[config.mk]
export PLATFORM = sky130hd
export DESIGN_NAME = cmp_timer
export DESIGN_NICKNAME = d
export VERILOG_FILES = /design/src/rtl/cmp_timer_pkg.sv /design/src/rtl/cmp_timer_prescaler.sv /design/src/rtl/cmp_timer_counter.sv /design/src/rtl/cmp_timer_channel.sv /design/src/rtl/cmp_timer.sv
export SDC_FILE = /design/constraint.sdc
export NUM_CORES = 1
export LEC_CHECK = 0
export ABC_AREA = 1
export BUFFER_PORTS_ARGS = -buffer_cell sky130_fd_sc_hd__buf_2
export CORE_MARGIN = 4
export CORE_UTILIZATION = 57
export DETAILED_ROUTE_END_ITERATION = 12
export GPL_TIMING_DRIVEN = 0
export PLACE_DENSITY = 0.77
export SYNTH_ARGS = -nofsm -noshare
export SYNTH_HDL_FRONTEND = slang
export SYNTH_SLANG_ARGS = --single-unit
[constraint.sdc]
create_clock -name clk -period 5.1 [get_ports clk]
set_clock_uncertainty 0.2 [all_clocks]
set_input_delay 1.02 -clock clk [delete_from_list [all_inputs] [get_ports clk]]
set_output_delay 1.02 -clock clk [all_outputs]
set_load 0.01 [all_outputs]
[src/rtl/cmp_timer_pkg.sv]
`timescale 1ns/1ps
// Shared types and register addresses for the compare timer.
// Assumes the data word is at least 5 bits wide so the control fields fit.
package cmp_timer_pkg;

    typedef enum logic [2:0] {
        OC_HOLD    = 3'd0,
        OC_SET     = 3'd1,
        OC_CLEAR   = 3'd2,
        OC_TOGGLE  = 3'd3,
        OC_LOW     = 3'd4,
        OC_HIGH    = 3'd5,
        OC_PWM_LO  = 3'd6,
        OC_PWM_HI  = 3'd7
    } oc_mode_e;

    typedef enum logic [1:0] {
        ALN_EDGE     = 2'd0,
        ALN_CTR_DN   = 2'd1,
        ALN_CTR_UP   = 2'd2,
        ALN_CTR_BOTH = 2'd3
    } align_e;

    typedef struct packed {
        logic   preload;
        align_e align;
        logic   down;
        logic   run;
    } ctrl_t;

    localparam int ADDR_CTRL  = 0;
    localparam int ADDR_PSC   = 1;
    localparam int ADDR_ARR   = 2;
    localparam int ADDR_OE    = 3;
    localparam int ADDR_MODE0 = 4;

endpackage

[src/rtl/cmp_timer_prescaler.sv]
`timescale 1ns/1ps
// Clock divider: emits one tick every (div+1) clocks while run is high.
// Assumes div may change at any time; a count already past div ticks at once.
module cmp_timer_prescaler #(
    parameter int W = 16
) (
    input  logic         clk,
    input  logic         rst_n,
    input  logic         run,
    input  logic [W-1:0] div,
    output logic         tick
);
    localparam logic [W-1:0] ONE = W'(1);

    logic [W-1:0] pre_q;

    assign tick = run && (pre_q >= div);

    // Advance the divider count, restarting after each tick.
    always_ff @(posedge clk) begin
        if (!rst_n)
            pre_q <= '0;
        else if (run)
            pre_q <= tick ? '0 : pre_q + ONE;
    end
endmodule

[src/rtl/cmp_timer_counter.sv]
`timescale 1ns/1ps
// Main counter: edge-aligned up/down or centre-aligned up/down counting,
// with an update event chosen by the alignment mode.
// Assumes arr is the already-selected (shadow or active) reload limit.
module cmp_timer_counter
    import cmp_timer_pkg::*;
#(
    parameter int W = 16
) (
    input  logic         clk,
    input  logic         rst_n,
    input  logic         tick,
    input  align_e       align,
    input  logic         down_sel,
    input  logic [W-1:0] arr,
    output logic [W-1:0] cnt_q,
    output logic         upd_now,
    output logic         upd_q,
    output logic         step_q
);
    localparam logic [W-1:0] ONE = W'(1);

    logic         dn_q;
    logic         nxt_dn;
    logic         ev_top;
    logic         ev_bot;
    logic [W-1:0] nxt;

    // Next count, next phase and the turning-point events.
    always_comb begin
        nxt    = cnt_q;
        nxt_dn = dn_q;
        ev_top = 1'b0;
        ev_bot = 1'b0;
        if (align == ALN_EDGE) begin
            nxt_dn = 1'b0;
            if (!down_sel) begin
                if (cnt_q >= arr) begin
                    nxt    = '0;
                    ev_bot = 1'b1;
                end else begin
                    nxt = cnt_q + ONE;
                end
            end else begin
                if (cnt_q == '0) begin
                    nxt    = arr;
                    ev_top = 1'b1;
                end else begin
                    nxt = cnt_q - ONE;
                end
            end
        end else if (!dn_q) begin
            if (cnt_q >= arr) begin
                nxt    = (arr == '0) ? '0 : arr - ONE;
                nxt_dn = 1'b1;
                ev_bot = (arr == ONE);
            end else begin
                nxt    = cnt_q + ONE;
                ev_top = (nxt == arr);
            end
        end else begin
            if (cnt_q == '0) begin
                nxt    = (arr == '0) ? '0 : ONE;
                nxt_dn = 1'b0;
                ev_top = (arr == ONE);
            end else begin
                nxt    = cnt_q - ONE;
                ev_bot = (cnt_q == ONE);
            end
        end
    end

    // Filter the turning-point events by the alignment selection.
    always_comb begin
        if (align == ALN_EDGE)
            upd_now = tick && (ev_top || ev_bot);
        else
            upd_now = tick && ((ev_bot && align != ALN_CTR_UP) ||
                               (ev_top && align != ALN_CTR_DN));
    end

    // Register the count, phase, update flag and step marker.
    always_ff @(posedge clk) begin
        if (!rst_n) begin
            cnt_q  <= '0;
            dn_q   <= 1'b0;
            upd_q  <= 1'b0;
            step_q <= 1'b0;
        end else begin
            if (tick) begin
                cnt_q <= nxt;
                dn_q  <= nxt_dn;
            end
            upd_q  <= upd_now;
            step_q <= tick;
        end
    end
endmodule

[src/rtl/cmp_timer_channel.sv]
`timescale 1ns/1ps
// One compare channel: turns count vs compare into a pin level and a match pulse.
// Assumes step is high for one clock after each counter advance.
module cmp_timer_channel
    import cmp_timer_pkg::*;
#(
    parameter int W = 16
) (
    input  logic         clk,
    input  logic         rst_n,
    input  oc_mode_e     mode,
    input  logic         oe,
    input  logic         step,
    input  logic [W-1:0] cnt,
    input  logic [W-1:0] cmp,
    output logic         pin,
    output logic         match
);
    logic out_q;
    logic match_q;
    logic hit;

    assign hit = step && (cnt == cmp);

    // Update the output level according to the selected mode.
    always_ff @(posedge clk) begin
        if (!rst_n) begin
            out_q   <= 1'b0;
            match_q <= 1'b0;
        end else begin
            match_q <= hit;
            case (mode)
                OC_SET:    if (hit) out_q <= 1'b1;
                OC_CLEAR:  if (hit) out_q <= 1'b0;
                OC_TOGGLE: if (hit) out_q <= ~out_q;
                OC_LOW:    out_q <= 1'b0;
                OC_HIGH:   out_q <= 1'b1;
                OC_PWM_LO: out_q <= (cnt < cmp);
                OC_PWM_HI: out_q <= (cnt > cmp);
                default:   out_q <= out_q;
            endcase
        end
    end

    assign pin   = oe & out_q;
    assign match = match_q;
endmodule

[src/rtl/cmp_timer.sv]
`timescale 1ns/1ps
// Compare timer top: register file, shadow values, prescaler, counter and channels.
// Assumes NUM_CH <= W and that the address space holds 4 + 2*NUM_CH registers.
module cmp_timer
    import cmp_timer_pkg::*;
#(
    parameter int W      = 16,
    parameter int NUM_CH = 4,
    parameter int ADDR_W = 4
) (
    input  logic              clk,
    input  logic              rst_n,
    input  logic              wr_en,
    input  logic [ADDR_W-1:0] wr_addr,
    input  logic [W-1:0]      wr_data,
    output logic [W-1:0]      cnt_o,
    output logic              upd_o,
    output logic [NUM_CH-1:0] ch_pin_o,
    output logic [NUM_CH-1:0] ch_match_o
);
    localparam int MODE_BASE = ADDR_MODE0;
    localparam int CCR_BASE  = MODE_BASE + NUM_CH;

    ctrl_t                 ctrl_q;
    logic [W-1:0]          psc_q;
    logic [W-1:0]          arr_q;
    logic [W-1:0]          arr_act_q;
    logic [W-1:0]          arr_eff;
    logic [NUM_CH-1:0]     oe_q;
    oc_mode_e              mode_q    [NUM_CH];
    logic [W-1:0]          ccr_q     [NUM_CH];
    logic [W-1:0]          ccr_act_q [NUM_CH];
    logic [W-1:0]          ccr_eff   [NUM_CH];
    logic [NUM_CH*3-1:0]   mode_flat;
    logic [NUM_CH*W-1:0]   ccr_flat;
    logic                  tick;
    logic                  upd_now;
    logic                  step_q;

    // Capture register writes from the configuration port.
    always_ff @(posedge clk) begin
        if (!rst_n) begin
            ctrl_q <= '0;
            psc_q  <= '0;
            arr_q  <= '1;
            oe_q   <= '0;
            for (int i = 0; i < NUM_CH; i++) begin
                mode_q[i] <= OC_HOLD;
                ccr_q[i]  <= '0;
            end
        end else if (wr_en) begin
            case (int'(wr_addr))
                ADDR_CTRL: ctrl_q <= ctrl_t'(wr_data[4:0]);
                ADDR_PSC:  psc_q  <= wr_data;
                ADDR_ARR:  arr_q  <= wr_data;
                ADDR_OE:   oe_q   <= wr_data[NUM_CH-1:0];
                default:   ;
            endcase
            for (int i = 0; i < NUM_CH; i++) begin
                if (int'(wr_addr) == MODE_BASE + i)
                    mode_q[i] <= oc_mode_e'(wr_data[2:0]);
                if (int'(wr_addr) == CCR_BASE + i)
                    ccr_q[i] <= wr_data;
            end
        end
    end

    // Copy shadow values to the active set when preload is off or at an update.
    always_ff @(posedge clk) begin
        if (!rst_n) begin
            arr_act_q <= '1;
            for (int i = 0; i < NUM_CH; i++)
                ccr_act_q[i] <= '0;
        end else if (!ctrl_q.preload || upd_now) begin
            arr_act_q <= arr_q;
            for (int i = 0; i < NUM_CH; i++)
                ccr_act_q[i] <= ccr_q[i];
        end
    end

    assign arr_eff = ctrl_q.preload ? arr_act_q : arr_q;

    cmp_timer_prescaler #(.W(W)) u_psc (
        .clk   (clk),
        .rst_n (rst_n),
        .run   (ctrl_q.run),
        .div   (psc_q),
        .tick  (tick)
    );

    cmp_timer_counter #(.W(W)) u_cnt (
        .clk      (clk),
        .rst_n    (rst_n),
        .tick     (tick),
        .align    (ctrl_q.align),
        .down_sel (ctrl_q.down),
        .arr      (arr_eff),
        .cnt_q    (cnt_o),
        .upd_now  (upd_now),
        .upd_q    (upd_o),
        .step_q   (step_q)
    );

    for (genvar g = 0; g < NUM_CH; g++) begin : g_ch
        assign ccr_eff[g]            = ctrl_q.preload ? ccr_act_q[g] : ccr_q[g];
        assign mode_flat[g*3 +: 3]   = mode_q[g];
        assign ccr_flat[g*W +: W]    = ccr_eff[g];

        cmp_timer_channel #(.W(W)) u_ch (
            .clk   (clk),
            .rst_n (rst_n),
            .mode  (mode_q[g]),
            .oe    (oe_q[g]),
            .step  (step_q),
            .cnt   (cnt_o),
            .cmp   (ccr_eff[g]),
            .pin   (ch_pin_o[g]),
            .match (ch_match_o[g])
        );
    end
endmodule

==> run summary <==
The run finished with clean final reports. The largest total area in the synthesized netlist belongs to sky130_fd_sc_hd__edfxtp_1. The number of buffers created by CTS came out at 27. The worst setup path is of the reg2reg kind. The worst endpoint required time is between 5 and 6 ns. The tree built by TritonCTS fans out to 240 sinks. The number of global-route vias before repair came out at approximately 12,000.

The number of cells on the worst reg-to-reg path came out at 22. The post-cts hold buffer count came out at 0. Of the available clock period, the critical path in the final layout requires 89.2%. The final number of hold-violating endpoints came out at 0. The area taken by multi-input logic gates is 7340 µm². The number of top-level design ports came out at 48. Measured against its own limit, the worst slew margin works out to between 30% and 40%. The final setup violation count came out at 0. STA classifies the critical path startpoint as a register.

For this configuration, the core starts out at a cell density of between 50% and 60%. The leftover overflow at the end of global routing came out at 0. The count of flip-flops with a built-in enable after synthesis is 140. Dividing the detail-routed wire length by the instance count gives 19.2 µm. The number of buffers on the longest clock path is 3. The insertion delay to the later sink of the worst-skew pair came out at 0.53 ns.

For this run, the total global-route usage over all layers was measured as around 30%. The number of pins with negative max-slew slack in the final report came out at 0. The total power is about 4.5 mW. In the synthesized netlist, the number of instances is 1,830. The reg-to-reg setup timing slack is 0.55 ns. The predominant post-synthesis flop cell is sky130_fd_sc_hd__edfxtp_1. The die extent in x is between 150 and 200 µm.

The worst hold slack after final layout came out at between 0.2 and 0.3 ns. The largest vdd supply drop came out at about 280 µV. After synthesis the cells add up to approximately 15,000 µm². The startpoint of the tightest hold check path is ctrl_q[3]$_SDFFE_PN0P_. The end point of the most critical hold path is ctrl_q[3]$_SDFFE_PN0P_. The violation count after the first detailed-routing iteration came out at 1,371. The sequential area share after synthesis is 42.0%. Wires add up to 43,400 µm. The class of the worst hold path is reg2reg. The area of the placeable core came out at 25,300 µm². The die boundary height is 169 µm.

The share of Yosys cell area claimed by the top area cell type came out at 28.4%. The critical register-to-register path endpoint is ccr_act_q[1][1]$_SDFFCE_PN0P_. The type of element capturing the critical path is a register. TritonCTS built the clock tree. The average via count per standard cell is approximately 5.7. After clock tree synthesis, the repair step resized 0 gates.

Setup repair after global routing left no endpoint under its margin. The detail route stage leaves a number of antenna-violating nets equal to 0. The post-synth net total came out at about 2,000. The mean area per synthesized cell came out at 8.08 µm². The congestion estimate from routability-driven global placement came to just over 0.9. The worst hold path passes through 2 cells. STA puts the critical path data arrival time at between 4 and 5 ns. The leakage power figure is 7.69 nW.

The max-cap check violation count came out at 0. Yosys mapped the design onto 50 distinct sky130hd cell types. The remaining design rule violation count is 0. Post-CTS timing repair inserted 0 buffers for setup. Entering global routing, the biggest net connects 38 pins. The areal power density over the cells came out at 278 nW/µm². The number of levels the H-tree was split into came out at 1.

The async set-or-reset flop fraction in the synthesized netlist is 0%. The number of antenna violations at the first check in global routing is 1. The first-pass iteration count of the detailed router is 6. The total of buffers placed on input and output ports came out at 46. The maximum clock rate is 220 MHz. The number of standard-cell rows in the floorplan is 58. The transition at the pin with the smallest max-transition slack came out at 0.970 ns.

The storage element area is 6210 µm². The proportion of layout cells with a drive suffix above 1 is 11.7%. From synthesis to final layout, the design area changed by 10.5%. The global-route wire length before repair came out at just under 70,000 µm. The net count of the finished layout is 2,035.

The overall via count from detail_route is 13,000. The wire-length estimate of the detail-placed layout is 31,300 µm. The antenna diode instance count came out at 0. The die covers 28,600 µm².

The launch instance of the worst register-to-register path is ctrl_q[4]$_SDFFE_PN0P_. The buffer type at the clock tree root is sky130_fd_sc_hd__clkbuf_16. The time the worst path needs with I/O delays and setup is approximately 4.5 ns. The count of yosys warnings during synthesis is 0. Ranked by total cell area, the synthesized netlist is headed by sky130_fd_sc_hd__edfxtp_1 (28%), sky130_fd_sc_hd__dfxtp_1 (14%), sky130_fd_sc_hd__nand2_1 (9.4%).

The layout has 2,159 filler cells. The CTS clock-pin slew for the worst setup and hold paths is 0.06 ns. In this run the worst path has a maximum fanout of 37. The number of synthesized register bits came out at 240.
==> synthesized netlist by cell type, drive strengths merged (22+ instances only) <==
library cell	number
nand2	383
nor2	278
inv	212
o21ai	191
edfxtp	140
nand3	124
ha	103
dfxtp	100
a21oi	85
clkbuf	49
buf	27
xor2	23
nor3	22
==> registers in the layout, indices dropped and copies added, names as in the netlist <==
name	count
u_cnt.step_q	1
g_ch.u_ch.match	4
oe_q	4
g_ch.u_ch.out_q	4
arr_q	16
u_cnt.cnt_q	16
ccr_act_q	64
ccr_q	64
ctrl_q	5
mode_q	12
arr_act_q	16
u_psc.pre_q	16
u_cnt.upd_q	1
psc_q	16
u_cnt.dn_q	1
==> cell families (layout without fill, tap and decap cells) <==
family / count (synthesis) / after routing / synth area share (%)
flip-flops: 240 / 240 / 42.0
XOR/XNOR: 28 / 28 / 1.75
adder cells (fa/ha/maj): 103 / 103 / 8.71
AO/OA/AOI/OAI: 327 / 327 / 12.4
buffers and inverters: 292 / 391 / 8.51
AND/OR/NAND/NOR: 840 / 840 / 26.7
==> critical path, cell delays in order, from the launching register on <==
cell	delay (ns)
sky130_fd_sc_hd__dfxtp_1	0.33
sky130_fd_sc_hd__buf_6	0.15
sky130_fd_sc_hd__inv_6	0.07
sky130_fd_sc_hd__buf_6	0.15
sky130_fd_sc_hd__or2_1	0.22
sky130_fd_sc_hd__o21ai_2	0.14
sky130_fd_sc_hd__inv_1	0.15
sky130_fd_sc_hd__ha_1	0.32
sky130_fd_sc_hd__nand2_1	0.07
sky130_fd_sc_hd__nor2_1	0.04
sky130_fd_sc_hd__and2_1	0.15
sky130_fd_sc_hd__nor2_1	0.08
sky130_fd_sc_hd__nand2_1	0.12
sky130_fd_sc_hd__a21oi_4	0.35
sky130_fd_sc_hd__inv_1	0.14
sky130_fd_sc_hd__nand2_1	0.08
sky130_fd_sc_hd__nand2_1	0.05
sky130_fd_sc_hd__a22oi_1	0.17
sky130_fd_sc_hd__nand2_2	0.09
sky130_fd_sc_hd__nand2_4	0.16
sky130_fd_sc_hd__buf_2	0.28
sky130_fd_sc_hd__nand3_4	0.39
sky130_fd_sc_hd__buf_12	0.36
==> cell usage in the layout, fill, tap and decap left out, drive strengths merged, types with 11 or more instances in the layout <==
cell / synthesis / routed
nand2: 383 / 383
nor2: 278 / 278
inv: 212 / 212
o21ai: 191 / 191
edfxtp: 140 / 140
nand3: 124 / 124
ha: 103 / 103
dfxtp: 100 / 100
a21oi: 85 / 85
clkbuf: 49 / 82
buf: 27 / 77
xor2: 23 / 23
nor3: 22 / 22
o211ai: 19 / 19
clkinv: 4 / 17
nand4: 14 / 14
a22oi: 11 / 11
==> metal layers <==
metal,vias up,wire [µm],global-route usage (%)
li1,6230,-,-
met2,590,19400,47.8
met5,-,5,0
met4,2,2080,13.2
met3,112,4110,6.03
met1,6026,17800,40.1
==> metrics by stage <==
step / instance area (µm²) / worst slack [ns] / cells / setup TNS [ns] / utilization, %
2_1_floorplan: 14800 / 0.744 / 1830 / 0 / -
3_3_place_gp: 15400 / -0.461 / 2206 / -29.41 / 61.0
3_5_place_dp: 15500 / 0.593 / 2210 / 0 / 61.2
4_1_cts: 16300 / 0.571 / 2259 / 0 / 64.5
5_1_grt: 16300 / 0.242 / 2259 / 0 / 64.5
6_report: 16300 / 0.550 / 2259 / 0 / 64.5
==> cell type report <==
type,instances,area share (%)
Buffer,76,2.71
Clock buffer,33,4.33
Clock inverter,16,0.819
Inverter,216,4.99
Multi-Input combinational cell,1298,44.9
Sequential cell,240,38.0
Tap cell,330,2.53
Timing Repair Buffer,50,1.71
==> report_power, final <==
part / internal [mW] / switching (mW) / total (mW) / leakage (nW)
combinational: 0.151 / 0.338 / 0.489 / 5.00
clock: 1.09 / 0.801 / 1.89 / 0.414
sequential: 2.14 / 0.0370 / 2.17 / 2.28
==> worst max path at each step <==
stage	from	end	depth (start not counted)
global route	ctrl_q[4]$_SDFFE_PN0P_	ccr_act_q[0][10]$_SDFFCE_PN0P_	22
floorplan	ctrl_q[4]$_SDFFE_PN0P_	ccr_act_q[0][0]$_SDFFCE_PN0P_	21
finish	ctrl_q[4]$_SDFFE_PN0P_	ccr_act_q[1][1]$_SDFFCE_PN0P_	22
CTS	ctrl_q[4]$_SDFFE_PN0P_	ccr_act_q[3][10]$_SDFFCE_PN0P_	22
detailed placement	ctrl_q[4]$_SDFFE_PN0P_	ccr_act_q[3][10]$_SDFFCE_PN0P_	22
global placement	ctrl_q[4]$_SDFFE_PN0P_	ccr_act_q[3][11]$_SDFFCE_PN0P_	21
No activity file was read; power rests on OpenSTA's default activity.
